**config.mk**
```make
export PLATFORM = sky130hd
export DESIGN_NAME = mac_unit
export DESIGN_NICKNAME = d
export VERILOG_FILES = /design/src/rtl/mac_pkg.sv /design/src/rtl/mac_ctrl.sv /design/src/rtl/mac_sat_add.sv /design/src/rtl/mac_datapath.sv /design/src/rtl/mac_unit.sv
export SDC_FILE = /design/constraint.sdc
export NUM_CORES = 1
export LEC_CHECK = 0
export BUFFER_PORTS_ARGS = -buffer_cell sky130_fd_sc_hd__buf_2
export CORE_ASPECT_RATIO = 0.75
export CORE_MARGIN = 3
export CORE_UTILIZATION = 50
export DETAILED_ROUTE_END_ITERATION = 7
export GPL_TIMING_DRIVEN = 0
export PLACE_DENSITY = 0.77
export SLEW_MARGIN = 20
export SYNTH_ARGS = -nofsm -noshare
export SYNTH_HDL_FRONTEND = slang
export SYNTH_HIERARCHICAL = 1
export SYNTH_SLANG_ARGS = --single-unit
```
**constraint.sdc**
```tcl
create_clock -name clk -period 4.29 [get_ports clk]
set_clock_uncertainty 0.15 [all_clocks]
set_input_delay 0.2145 -clock clk [delete_from_list [all_inputs] [get_ports clk]]
set_output_delay 0.2145 -clock clk [all_outputs]
set_load 0.02 [all_outputs]
```
**src/rtl/mac_pkg.sv**
```systemverilog
package mac_pkg;

  // Strobes from control to datapath, one cycle wide, already prioritised.
  typedef struct packed {
    logic clr;   // zero accumulator and sticky flag
    logic ld;    // load from register word
    logic acc;   // add product
    logic sat;   // saturating flavour of the add
    logic st;    // capture read-back words
  } macStrobe_t;

endpackage

```
**src/rtl/mac_ctrl.sv**
```systemverilog
module mac_ctrl
  import mac_pkg::*;
(
  input  logic       opValid,
  input  logic       satMode,
  input  logic       clrCmd,
  input  logic       ldCmd,
  input  logic       stCmd,
  output macStrobe_t strobe
);

  // Priority: clear beats load beats accumulate; store is independent.
  always_comb begin
    strobe     = '0;
    strobe.st  = stCmd;
    strobe.sat = satMode;
    if (clrCmd) begin
      strobe.clr = 1'b1;
    end else if (ldCmd) begin
      strobe.ld = 1'b1;
    end else if (opValid) begin
      strobe.acc = 1'b1;
    end
  end

endmodule

```
**src/rtl/mac_sat_add.sv**
```systemverilog
module mac_sat_add #(
  parameter int ACC_W  = 42,
  parameter int SAT_W  = 32,
  parameter int PROD_W = 32
) (
  input  logic [ACC_W-1:0]  accIn,
  input  logic [PROD_W-1:0] prodIn,
  input  logic              satMode,
  output logic [ACC_W-1:0]  sumOut,
  output logic              satHit
);

  localparam int NW = SAT_W + 1;

  logic [ACC_W-1:0] wideProd;
  logic [ACC_W-1:0] wideSum;
  logic [NW-1:0]    narrowAcc;
  logic [NW-1:0]    narrowProd;
  logic [NW-1:0]    narrowSum;
  logic             posOv;
  logic             negOv;
  logic [SAT_W-1:0] clamped;

  always_comb begin
    wideProd   = {{(ACC_W-PROD_W){prodIn[PROD_W-1]}}, prodIn};
    wideSum    = accIn + wideProd;

    narrowAcc  = {accIn[SAT_W-1], accIn[SAT_W-1:0]};
    narrowProd = {{(NW-PROD_W){prodIn[PROD_W-1]}}, prodIn};
    narrowSum  = narrowAcc + narrowProd;

    posOv = (narrowSum[NW-1:NW-2] == 2'b01);
    negOv = (narrowSum[NW-1:NW-2] == 2'b10);

    if (posOv)      clamped = {1'b0, {(SAT_W-1){1'b1}}};
    else if (negOv) clamped = {1'b1, {(SAT_W-1){1'b0}}};
    else            clamped = narrowSum[SAT_W-1:0];

    if (satMode) begin
      sumOut = {{(ACC_W-SAT_W){clamped[SAT_W-1]}}, clamped};
      satHit = posOv | negOv;
    end else begin
      sumOut = wideSum;
      satHit = 1'b0;
    end
  end

endmodule

```
**src/rtl/mac_datapath.sv**
```systemverilog
module mac_datapath
  import mac_pkg::*;
#(
  parameter int OP_W   = 16,
  parameter int ACC_W  = 42,
  parameter int DATA_W = 32
) (
  input  logic              clk,
  input  logic              rstN,
  input  macStrobe_t        strobe,
  input  logic [OP_W-1:0]   opA,
  input  logic [OP_W-1:0]   opB,
  input  logic [DATA_W-1:0] ldData,
  output logic [ACC_W-1:0]  accVal,
  output logic              ovfFlag,
  output logic              stValid,
  output logic [DATA_W-1:0] stLow,
  output logic [DATA_W-1:0] stHigh
);

  localparam int PROD_W = 2 * OP_W;
  localparam int HIGH_W = ACC_W - DATA_W;

  logic signed [PROD_W-1:0] extA;
  logic signed [PROD_W-1:0] extB;
  logic        [PROD_W-1:0] product;
  logic        [ACC_W-1:0]  addResult;
  logic                     addSat;
  logic        [ACC_W-1:0]  accQ;
  logic        [ACC_W-1:0]  accNext;
  logic                     ovfQ;
  logic                     ovfNext;

  always_comb begin
    extA    = {{OP_W{opA[OP_W-1]}}, opA};
    extB    = {{OP_W{opB[OP_W-1]}}, opB};
    product = extA * extB;
  end

  mac_sat_add #(
    .ACC_W (ACC_W),
    .SAT_W (DATA_W),
    .PROD_W(PROD_W)
  ) uAdd (
    .accIn  (accQ),
    .prodIn (product),
    .satMode(strobe.sat),
    .sumOut (addResult),
    .satHit (addSat)
  );

  always_comb begin
    accNext = accQ;
    ovfNext = ovfQ;
    if (strobe.clr) begin
      accNext = '0;
      ovfNext = 1'b0;
    end else if (strobe.ld) begin
      accNext = {{HIGH_W{ldData[DATA_W-1]}}, ldData};
    end else if (strobe.acc) begin
      accNext = addResult;
      ovfNext = ovfQ | addSat;
    end
  end

  always_ff @(posedge clk or negedge rstN) begin
    if (!rstN) begin
      accQ <= '0;
      ovfQ <= 1'b0;
    end else begin
      accQ <= accNext;
      ovfQ <= ovfNext;
    end
  end

  // Read-back snapshot of the pre-update contents.
  always_ff @(posedge clk or negedge rstN) begin
    if (!rstN) begin
      stValid <= 1'b0;
      stLow   <= '0;
      stHigh  <= '0;
    end else begin
      stValid <= strobe.st;
      if (strobe.st) begin
        stLow  <= accQ[DATA_W-1:0];
        stHigh <= {{(DATA_W-HIGH_W){accQ[ACC_W-1]}}, accQ[ACC_W-1:DATA_W]};
      end
    end
  end

  assign accVal  = accQ;
  assign ovfFlag = ovfQ;

endmodule

```
**src/rtl/mac_unit.sv**
```systemverilog
module mac_unit
  import mac_pkg::*;
#(
  parameter int OP_W   = 16,
  parameter int ACC_W  = 42,
  parameter int DATA_W = 32
) (
  input  logic              clk,
  input  logic              rstN,
  input  logic              opValid,
  input  logic [OP_W-1:0]   opA,
  input  logic [OP_W-1:0]   opB,
  input  logic              satMode,
  input  logic              clrCmd,
  input  logic              ldCmd,
  input  logic [DATA_W-1:0] ldData,
  input  logic              stCmd,
  output logic              stValid,
  output logic [DATA_W-1:0] stLow,
  output logic [DATA_W-1:0] stHigh,
  output logic              ovfFlag
);

  macStrobe_t       strobe;
  logic [ACC_W-1:0] accVal;

  mac_ctrl uCtrl (
    .opValid(opValid),
    .satMode(satMode),
    .clrCmd (clrCmd),
    .ldCmd  (ldCmd),
    .stCmd  (stCmd),
    .strobe (strobe)
  );

  mac_datapath #(
    .OP_W  (OP_W),
    .ACC_W (ACC_W),
    .DATA_W(DATA_W)
  ) uDp (
    .clk    (clk),
    .rstN   (rstN),
    .strobe (strobe),
    .opA    (opA),
    .opB    (opB),
    .ldData (ldData),
    .accVal (accVal),
    .ovfFlag(ovfFlag),
    .stValid(stValid),
    .stLow  (stLow),
    .stHigh (stHigh)
  );

endmodule

```
---- After elaboration in Yosys (flattened, before gate mapping) ----
Index checks and enable logic that the tools add are counted.
word-level totals
  register bits ........................... 86
cells by class
  $add $sub $neg .......................... 2
  $mul .................................... 1
  eq/ne operators ......................... 3
  muxes and demuxes ....................... 15
  bitwise operators ....................... 2
  reduce and logical (&&, ||, !) cells .... 3
operator list
  operator            count
  $mux 42             4
  $mux 32             2
  $add 42x42->42      1
  $add 32x32->33      1
  $mul 16x16->32      1
  $mux 1              8
  $reduce_bool 3->1   1
  $eq 2x1->1 const B  1
  $eq 2x2->1 const B  1
  $mux 2              1
  $ne 2x1->1 const B  1
  $or 1x1->1          2
  $reduce_and 2->1    1
  $reduce_bool 2->1   1

---- Depth between registers and ports, before layout ----
  depth in word-level cells ............... 9
  gate-level depth with buffers ........... 41

---- Cells and area by module ----
Netlist, hierarchy kept.
by module, submodules not included
  module        instances  cells each  area each (sq um)
  mac_datapath  1          1487        13967.1
  mac_sat_add   1          393         2783.9
  mac_ctrl      1          5           41.3

---- Worst setup path before layout ----
No wires, ideal clock.
  kind .................................... input -> register
  start point ............................. input port opB[1]
  end point ............................... register uDp.accQ[37] (netlist: uDp/accVal[37])
  library setup time ...................... 0.078 ns
  arrival time ............................ 8.474 ns
  slack ................................... -4.412 ns
  stages on the path ...................... 36
  path buffers ............................ 4
  path through ............................ clkbuf_1 -> nand2_1 -> inv_1 -> fa_1 -> inv_1 -> fa_1 -> fa_1 -> inv_1 -> fa_1 -> fa_1 -> inv_1 -> fa_1 -> inv_1 -> ha_1 -> and4_1 -> and2_1 -> clkbuf_1 -> a31oi_1 -> or4b_2 -> nand3_1 -> ha_1 -> clkbuf_1 -> a21oi_1 -> o21ai_0 -> a21oi_1 -> nand2_1 -> a41oi_1 -> a21oi_2 -> a21oi_1 -> mux2i_1 -> ha_1 -> or3b_2 -> clkdlybuf4s25_2 -> o31ai_1 -> mux2i_1 -> a21oi_1
on the way
  longest elaborated chain between the ends .. 9
  elaborated cells between the ends (all ways) .. 11
  classes of those cells .................. add/sub (2); mul (1); eq/ne (2); mux (6)
ends and longest elaborated chain
  item                   line                RTL
  from (decl)            mac_unit.sv:12      input logic [OP_W-1:0] opB,
  $mul 16x16->32 (*)     mac_datapath.sv:37  product = extA * extB;
  via uDp.product[25]    mac_datapath.sv:26  logic [PROD_W-1:0] product;
  $add 32x32->33         mac_sat_add.sv:30   narrowSum = narrowAcc + narrowProd;
  $eq 2x2->1             mac_sat_add.sv:33   negOv = (narrowSum[NW-1:NW-2] == 2'b10);
  $mux 32                mac_sat_add.sv:36   else if (negOv) clamped = {1'b1, {(SAT_W-1){1'b0}}};
  $mux 32                mac_sat_add.sv:35   if (posOv) clamped = {1'b0, {(SAT_W-1){1'b1}}};
  $mux 42 (*)            mac_sat_add.sv:39   if (satMode) begin
  via uDp.addResult[37]  mac_datapath.sv:27  logic [ACC_W-1:0] addResult;
  $mux 42 (*)            mac_datapath.sv:60  end else if (strobe.acc) begin
  $mux 42 (*)            mac_datapath.sv:58  end else if (strobe.ld) begin
  $mux 42 (*)            mac_datapath.sv:55  if (strobe.clr) begin
  to (signal assigned)   mac_datapath.sv:71  accQ <= accNext;
  to (decl)              mac_datapath.sv:29  logic [ACC_W-1:0] accQ;
Mark *: on every way through the listed nets, which the timed path passes. The rest lies on a longest branch. The select of a mux whose other input is x is not followed.
A chain may end at the register's enable or synchronous reset.

---- Worst setup path in the final report ----
  start point ............................. input port opA[6]
  end point ............................... register uDp.accQ[9] (netlist: uDp/accVal[9])
on the way
  longest elaborated chain between the ends .. 9
  elaborated cells between the ends (all ways) .. 11
  classes of those cells .................. add/sub (2); mul (1); eq/ne (2); mux (6)
ends and longest elaborated chain
  item                  line                RTL
  from (decl)           mac_unit.sv:11      input logic [OP_W-1:0] opA,
  $mul 16x16->32 (*)    mac_datapath.sv:37
  via uDp.product[22]   mac_datapath.sv:26
  $add 32x32->33 (*)    mac_sat_add.sv:30
  $eq 2x2->1            mac_sat_add.sv:33
  $mux 32               mac_sat_add.sv:36
  $mux 32 (*)           mac_sat_add.sv:35
  $mux 42 (*)           mac_sat_add.sv:39
  via uDp.addResult[9]  mac_datapath.sv:27
  $mux 42 (*)           mac_datapath.sv:60
  $mux 42 (*)           mac_datapath.sv:58
  $mux 42 (*)           mac_datapath.sv:55
Marked as above.

==> flow_summary.yaml <==
outcome:
  outcome: "finished, violations left"
  failed_checks: "negative hold slack, negative setup slack"
synthesis:
  synth_ff_type: "dfrtp_1"
  postSynth.asyncResetShare: 1.00
  ys_types: 85
  ys_warn_count: 6
  syn_inst: 1885
  synth-edff-count: 0
  ys_seq_area_frac: 0.128
  syn-num-nets: 2345
  synth_seq_cells: 86
  syn_area_sq_mm: 0.0168
  synth_area_per_cell_sq_um: 8.91
finish:
  fin_nets: 2639
  diodes: 0
  drive_gt1_frac: 0.292
  areaGrowthSynthToFinish_pct: 27.9
  finalNonFillerCells: 2626
worst_setup_path:
  arrival_ns: 8.33
  crit_top_cell: "fa_1"
  crit_type: "input port to flop"
  path_buf_inv: 11
  cp_slowest_stage_delay_ns: 0.60
  worstPathRequired_ns: 4.36
  endpoint_kind: "flop"
  critPathSlowestCell: "fa_2"
  start_kind: "input port"
  crit_path_max_fanout: 7
  crit_family: "adder cells"
timing:
  period_needed_ns: 8.26
  slew_viol_final: 0
  hold_violations: 2
  timing.final.ws_setup_ns: -3.97
  slew-limit-headroom: 0.437
  fmax_mhz: 121
  finalSetupViolCount: 43
  worst_hold_slack_ns: -0.00423
  rsz0062_at_grt: "true"
  period_share: 1.93
  worst_pin_slew_ns: 0.845
global_routing:
  grt_pass1_wl_microns: 81600
  overflow: 0
  grt_pass1_vias: 15600
  antenna_found_initial: 0
  groute.usage.overall: 0.287
  grt_max_degree: 56
floorplan:
  rows: 57
  pin_count: 137
  start_util: 0.513
  die-area_sq_mm: 0.0358
  die_y_microns: 165
  coreArea_sq_mm: 0.0327
  die_w_microns: 218
clocking:
  numCtsBuffers: 9
  clockBufferDepth: 2
  clkLatencyLatePin_ns: 0.35
  cts.sink_count: 86
  cts_tree: "done"
  htree_levels: 3
  path_clk_slew_ns: 0.07
  clockRootBuffer: "clkbuf_16"
placement:
  place_inst: 2462
  dp_slack_ns: -4.77
  place_congestion: 0.934
  hpwl_microns: 37300
  portBuffers: 134
detailed_routing:
  ant_nets: 0
  drc_errors: 0
  avgViaCountPerCell: 5.62
  wl_per_cell_microns: 19.3
  routed_wl_microns: 50700
  dr.pass1.iters: 6
  drtIter0Drc: 1277
  vias: 14800
min_path:
  hp-class: "input port to flop"
flow_run:
  cap_viol_max_count: 0
metal layers:
layer / GRT usage / vias to the layer above / part of all wire
li1: - / 6512 / -
met1: 0.383 / 7334 / 0.41
met2: 0.473 / 797 / 0.47
met3: 0.0793 / 110 / 0.10
met4: 0.0601 / 0 / 0.021
met5: 0 / - / 0
area by class of cell:
cell class / instances / area [sq um]
fill: 2437 / 11300
inverter: 368 / 1380
multi-input combinational: 1328 / 13900
clock inverter: 6 / 43.8
buffer: 98 / 1040
tap: 442 / 553
sequential: 86 / 2150
clock buffer: 10 / 239
timing repair buffer: 288 / 2200
cell usage after synthesis (7+ instances only):
cell	number	area [sq um]
mux2i_1	46	460
inv_1	368	1380
nor2_1	96	360
a21oi_1	104	521
mux2_2	43	484
nand2_1	165	619
a211oi_1	10	75.1
nor2b_1	9	56.3
a21o_1	27	203
and2_1	126	788
nor3_1	7	35.0
dfrtp_1	86	2150
a31oi_1	9	56.3
nand3_1	13	65.1
fa_1	263	5270
o21ai_1	20	100
xor2_1	29	254
o211ai_1	11	82.6
buf_4	29	218
o21a_1	11	82.6
o21bai_1	9	67.6
o21ai_0	55	275
nand2b_1	12	75.1
xnor2_1	41	359
clkbuf_1	66	248
and3_1	7	43.8
ha_1	126	1580
flip-flops by register name, indices dropped and copies added (netlist names):
signal and count:
uDp/stValid 1, uDp/stLow 32, uDp/accVal 42, uDp/stHigh 10
uDp/ovfFlag 1
through the flow:
| step | area, sq um | util | TNS, ns |
|---|---|---|---|
| 3_5_place_dp | 18600 | 0.569 | -200.69 |
| 2_1_floorplan | 17400 | - | -147.14 |
| 6_report | 21500 | 0.656 | -166.17 |
| 3_3_place_gp | 18600 | 0.568 | -198.02 |
| 4_1_cts | 21000 | 0.641 | -158.24 |
| 5_1_grt | 21500 | 0.656 | -176.53 |
final timing paths:
path	start	to	slack (ns)	cells after the start
min in group asynchronous	rstN	uDp/stHigh[8]	0.19	2
hold reg to reg	uDp/stLow[25]	uDp/stLow[25]	0.35	1
hold / removal	ldData[29]	uDp/accVal[29]	-0.004	3
setup reg to reg	uDp/accVal[0]	uDp/accVal[9]	0.12	20
setup / recovery	opA[6]	uDp/accVal[9]	-3.97	38
max in group asynchronous	rstN	uDp/stLow[5]	3.17	3
what timing repair did:
item,4_1_cts,5_1_grt
resized for setup,248,76
setup buffers,84,27
gates cloned,16,1
endpoints found under the hold margin,56,0
endpoints found under the setup margin,43,43
hold buffers,26,0
pin swaps,167,102
cell families after synthesis:
family | count (synthesis) | synth area share
adders and majority gates | 389 | 0.407
and+or+nand+nor | 468 | 0.138
muxes | 89 | 0.0563
xor gates and xnor gates | 70 | 0.0365
DFF | 86 | 0.128
buffers and inverters | 472 | 0.114
AOI/OAI and AO/OA | 311 | 0.120
worst reg2reg max path, cell delays in order (launching register included):
cell       delay, ns
dfrtp_1         0.41
ha_1            0.26
inv_1           0.09
fa_1            0.20
and2b_1         0.20
o2111ai_1       0.30
a211o_1         0.32
nand2_2         0.16
a211oi_4        0.32
a21oi_4         0.12
a21oi_4         0.19
mux2i_4         0.10
inv_2           0.07
ha_2            0.17
and2_4          0.25
clkbuf_8        0.20
o21ai_2         0.05
mux2i_1         0.21
nor2_1          0.08
a21oi_1         0.12
nor2_1          0.06
layout by cell type, fill, tap and decap left out, types with 11 or more instances in the layout:
master,synthesis,routed
a21o_1,27,27
a21oi_1,104,90
a21oi_2,5,13
and2_1,126,114
and2_4,2,14
buf_2,1,103
buf_4,29,145
buf_6,3,24
buf_8,0,11
clkbuf_1,66,22
clkbuf_16,0,20
clkbuf_8,0,27
dfrtp_1,86,86
dlygate4sd3_1,0,26
fa_1,263,244
fa_2,0,19
ha_1,126,91
ha_2,0,11
ha_4,0,24
inv_1,368,340
inv_2,0,27
mux2_2,43,43
mux2i_1,46,45
nand2_1,165,151
nand2_2,2,12
nand3_1,13,11
nor2_1,96,95
o211ai_1,11,11
o21ai_0,55,19
o21ai_2,1,45
xnor2_1,41,36
xor2_1,29,27
Power is left out: the tool's default activity adds up to more than one toggle a clock period on the data nets, which glitch-free logic cannot reach.
